## src/rtl/memmap_pkg.sv

```systemverilog
package memmap_pkg;
  localparam int AW     = 16;
  localparam int OFF_W  = 11;
  localparam int NUM_DEV = 3;

  typedef enum int {DEV_EEPROM = 0, DEV_RAM = 1, DEV_PIO = 2} dev_e;

  typedef struct packed {
    logic [AW-1:0] base;
    logic [4:0]    span_w;
    logic [AW-1:0] alias_mask;
    logic [AW-1:0] alias_val;
  } region_t;

  function automatic region_t region_cfg(input int idx);
    region_t r;
    case (idx)
      DEV_EEPROM: r = '{base: 16'h0000, span_w: 5'd11, alias_mask: 16'h8000, alias_val: 16'h0000};
      DEV_RAM:    r = '{base: 16'h8000, span_w: 5'd11, alias_mask: 16'hC000, alias_val: 16'h8000};
      default:    r = '{base: 16'hFFFC, span_w: 5'd2,  alias_mask: 16'hC000, alias_val: 16'hC000};
    endcase
    return r;
  endfunction
endpackage

```

## src/rtl/mm_region_match.sv

```systemverilog
module mm_region_match #(
  parameter int AW = 16,
  parameter int OFF_W = 11,
  parameter logic [AW-1:0] BASE = '0,
  parameter int SPAN_W = 11,
  parameter logic [AW-1:0] ALIAS_MASK = '0,
  parameter logic [AW-1:0] ALIAS_VAL = '0
) (
  input  logic [AW-1:0]    addr,
  input  logic             alias_mode,
  output logic             hit,
  output logic [OFF_W-1:0] offset
);
  localparam logic [AW-1:0] LOW_MASK = {AW{1'b1}} >> (AW - SPAN_W);

  logic exact_hit, alias_hit;

  always_comb begin
    exact_hit = (addr & ~LOW_MASK) == (BASE & ~LOW_MASK);
    alias_hit = (addr & ALIAS_MASK) == ALIAS_VAL;
    hit       = alias_mode ? alias_hit : exact_hit;
    offset    = hit ? (addr[OFF_W-1:0] & LOW_MASK[OFF_W-1:0]) : '0;
  end
endmodule

```

## src/rtl/mm_out_stage.sv

```systemverilog
module mm_out_stage #(
  parameter int W = 8,
  parameter bit REGISTERED = 1'b1
) (
  input  logic         clk,
  input  logic         rst,
  input  logic [W-1:0] d,
  output logic [W-1:0] q
);
  generate
    if (REGISTERED) begin : g_reg
      logic [W-1:0] q_r;
      always_ff @(posedge clk) begin
        if (rst) q_r <= '0;
        else     q_r <= d;
      end
      assign q = q_r;
    end else begin : g_comb
      logic unused_ok;
      assign unused_ok = clk ^ rst;
      assign q = d;
    end
  endgenerate
endmodule

```

## src/rtl/memmap_cs_decoder.sv

```systemverilog
module memmap_cs_decoder
  import memmap_pkg::*;
#(
  parameter bit REGISTERED = 1'b1
) (
  input  logic             clk,
  input  logic             rst,
  input  logic [AW-1:0]    bus_addr,
  input  logic             alias_mode,
  output logic             cs_eeprom,
  output logic             cs_ram,
  output logic             cs_pio,
  output logic [OFF_W-1:0] dev_offset,
  output logic             unmapped
);
  localparam int OUT_W = NUM_DEV + OFF_W + 1;

  logic [NUM_DEV-1:0] hit;
  logic [OFF_W-1:0]   off_each [NUM_DEV];
  logic [OFF_W-1:0]   off_merged;
  logic               unmapped_c;
  logic [OUT_W-1:0]   stage_d, stage_q;

  for (genvar i = 0; i < NUM_DEV; i++) begin : g_region
    localparam region_t CFG = region_cfg(i);
    mm_region_match #(
      .AW(AW), .OFF_W(OFF_W),
      .BASE(CFG.base), .SPAN_W(int'(CFG.span_w)),
      .ALIAS_MASK(CFG.alias_mask), .ALIAS_VAL(CFG.alias_val)
    ) match_i (
      .addr(bus_addr), .alias_mode(alias_mode),
      .hit(hit[i]), .offset(off_each[i])
    );
  end

  always_comb begin
    off_merged = '0;
    for (int i = 0; i < NUM_DEV; i++) off_merged = off_merged | off_each[i];
    unmapped_c = !alias_mode && (hit == '0);
    stage_d = {hit, off_merged, unmapped_c};
  end

  mm_out_stage #(.W(OUT_W), .REGISTERED(REGISTERED)) out_i (
    .clk(clk), .rst(rst), .d(stage_d), .q(stage_q)
  );

  assign cs_eeprom  = stage_q[OUT_W-1-(NUM_DEV-1-DEV_EEPROM)];
  assign cs_ram     = stage_q[OUT_W-1-(NUM_DEV-1-DEV_RAM)];
  assign cs_pio     = stage_q[OUT_W-1-(NUM_DEV-1-DEV_PIO)];
  assign dev_offset = stage_q[OFF_W:1];
  assign unmapped   = stage_q[0];
endmodule

```

## config.mk

```make
export PLATFORM = sky130hd
export DESIGN_NAME = memmap_cs_decoder
export DESIGN_NICKNAME = d
export VERILOG_FILES = /design/src/rtl/memmap_pkg.sv /design/src/rtl/mm_region_match.sv /design/src/rtl/mm_out_stage.sv /design/src/rtl/memmap_cs_decoder.sv
export SDC_FILE = /design/constraint.sdc
export NUM_CORES = 1
export LEC_CHECK = 0
export CAP_MARGIN = 20
export CORE_AREA = 2 2 39 41
export CTS_CLUSTER_SIZE = 20
export DETAILED_ROUTE_END_ITERATION = 7
export DIE_AREA = 0 0 41 43
export DONT_BUFFER_PORTS = 1
export HOLD_SLACK_MARGIN = 0.02
export RECOVER_POWER = 100
export SYNTH_ARGS = -nofsm -noshare
export SYNTH_HDL_FRONTEND = slang
export SYNTH_SLANG_ARGS = --single-unit
```

## constraint.sdc

```tcl
create_clock -name clk -period 3.27 [get_ports clk]
set_input_delay 0.654 -clock clk [delete_from_list [all_inputs] [get_ports clk]]
set_output_delay 0.654 -clock clk [all_outputs]
set_load 0.01 [all_outputs]
```

==> impl_metrics.yaml <==
hold_path:
  worstHoldPathCells: 1
  hp-class: "in2reg"
  hold_path_end: "out_i.q[13]"
  hp-start: "bus_addr[14]"
yosys:
  yosysSeqAreaShare: 0.5955
  synthArstFlopShare: 0
  synth_compound_area_frac: 0.09429
  synth_top_family_by_area: "simple AND/OR/NAND/NOR gates"
  syn_inst: 45
  ys_ff_latch: 15
  syn_area_um2: 504.2
  yosysUniqueCellTypes: 16
  synth_xor_area_frac: 0
  synthAdderAreaFrac: 0
  yosys_most_used_dff: "dfxtp_1"
  postSynthAreaPerCell_um2: 11.21
  synth_edf_count: 0
  synthMuxAreaShare: 0
  synthSimpleGateAreaFrac: 0.3027
  synthesis.nets: 64
  synth_warnings: 0
placed_design:
  dp.cells: 61
  place.gp.congestion: 0.6502
  numPortBuffers: 0
  preCtsSetupSlack_ps: 1615
critical_path:
  start_kind: "primary input"
  cp.arrival_ps: 1820
  cp_slowest_cell: "or4_1"
  critical_path_class: "in2reg"
  critPathMaxFanout: 9
  crit_family: "simple AND/OR/NAND/NOR gates"
  cp_slowest_stage_delay_ps: 540
  worstPathCellList: "or4_1, a21oi_1, and2_1"
  end_kind: "flop"
  worstPathRequired_ps: 3490
  crit_buf_inv: 0
finish:
  largest_reg_flops: 15
  nets: 69
  finalNonFillerCells: 65
  drive_above_1_share: 0.08163
  final_common_cell: "dfxtp_1"
  most-common-layout-cells: "dfxtp_1, and2_1"
  antenna_cells: 0
  area_delta_synth_final_pct: 4.714
timing:
  hold_violations: 0
  rsz0062_at_grt: "false"
  worst_slew_pin_slew_ps: 499.4
  finalWorstSetupSlack_ps: 1674
  relSlewSlack: 0.6671
  period_needed_ps: 1596
  maxSlewViolCount: 0
  tns_ps: 0
  setup_violations: 0
  min_period_over_period: 0.4879
  max_freq_ghz: 0.6267
run_status:
  outcome: "finished clean"
clock_tree:
  clkSlewWorstSetupHoldPaths_ps: 80
  numClockSinks: 15
  cts_buffers: 3
  cts_root_buf: "clkbuf_4"
  hold_buffers: 0
  post-cts-setup-buffers: 0
  ctsResizeCount: 0
  tritoncts: "done"
  clk_path_buf_depth: 2
  cts_max_level: 1
power_and_ir_drop:
  ir_drop_v: 0.0001455
  p_leak_nw: 0.2031
  powerDensity_nw_per_um2: 591.6
global_routing:
  grt_pass1_wl_um: 1442
  overflow: 0
  grt_usage: 0.1261
  grt_max_degree: 10
  grt_pass1_vias: 340
  antenna_found_initial: 0
route:
  ant_nets: 0
  drc: 0
  wl_um: 925
  vias: 335
  first_pass_iters: 1
  avgViaCountPerCell: 5.154
  drt_iter0_drc: 0
  wire_per_inst_um: 14.23
floorplan:
  initial_core_util: 0.3644
  fp.dieH_um: 43
  die_area_um2: 1763
  core_area_um2: 1384
  chipWidth_um: 41
  fp-row-count: 14
  ioPinCount: 34
flow_run:
  maxCapViolations: 0
[cells in the mapped netlist (2+ instances only)]
master	count	share of area
dfxtp_1	15	0.60
and2_1	9	0.11
nand2_1	3	0.022
nand4_1	3	0.037
nor3_1	3	0.030
a21oi_1	2	0.020
[kinds of logic after synthesis]
logic type | count (synthesis)
buf+inv | 1
simple gates | 24
compound gates | 5
flops | 15
[power by group]
part	switching [mW]	internal, mW	leakage [nW]	total (mW)
Sequential	0.00643	0.190	0.123	0.197
Combinational	0.00555	0.00633	0.0651	0.0119
Clock	0.0565	0.0472	0.0150	0.104
Total	0.0685	0.244	0.203	0.312
[worst max path at each step]
stage | cells after the start | to | start
2_1_floorplan | 3 | out_i.q[0] | bus_addr[13]
3_3_place_gp | 3 | out_i.q[0] | bus_addr[13]
3_5_place_dp | 3 | out_i.q[0] | bus_addr[13]
4_1_cts | 3 | out_i.q[0] | bus_addr[13]
5_1_grt | 3 | out_i.q[6] | bus_addr[14]
6_report | 3 | out_i.q[8] | bus_addr[14]
[area by class of cell]
class,count,area [µm²]
Clock buffer,4,26.28
Fill cell,147,855.8
Inverter,1,3.754
Multi-Input combinational cell,29,177.7
Sequential cell,15,300.3
Tap cell,16,20.02
[stage by stage]
step	hold slack [ps]	utilization	area, µm²	power, mW
floorplan	730.7	-	504.2	0.2131
global placement	733.5	0.3788	524.3	0.2155
detailed placement	735.7	0.3788	524.3	0.2158
CTS	432.7	0.3978	550.5	0.3204
global route	427.8	0.3816	528.0	0.3257
finish	446.9	0.3816	528.0	0.3124
[metal layers]
| metal | part of all wire | wire (µm) | global-route usage |
|---|---|---|---|
| met2 | 0.49 | 457 | 0.1594 |
| met1 | 0.35 | 326 | 0.1503 |
| met3 | 0.14 | 132 | 0.06806 |
| met5 | 0 | 0 | 0 |
| met4 | 0.0097 | 9 | 0.1000 |
Power figures use the tool's default switching activity.
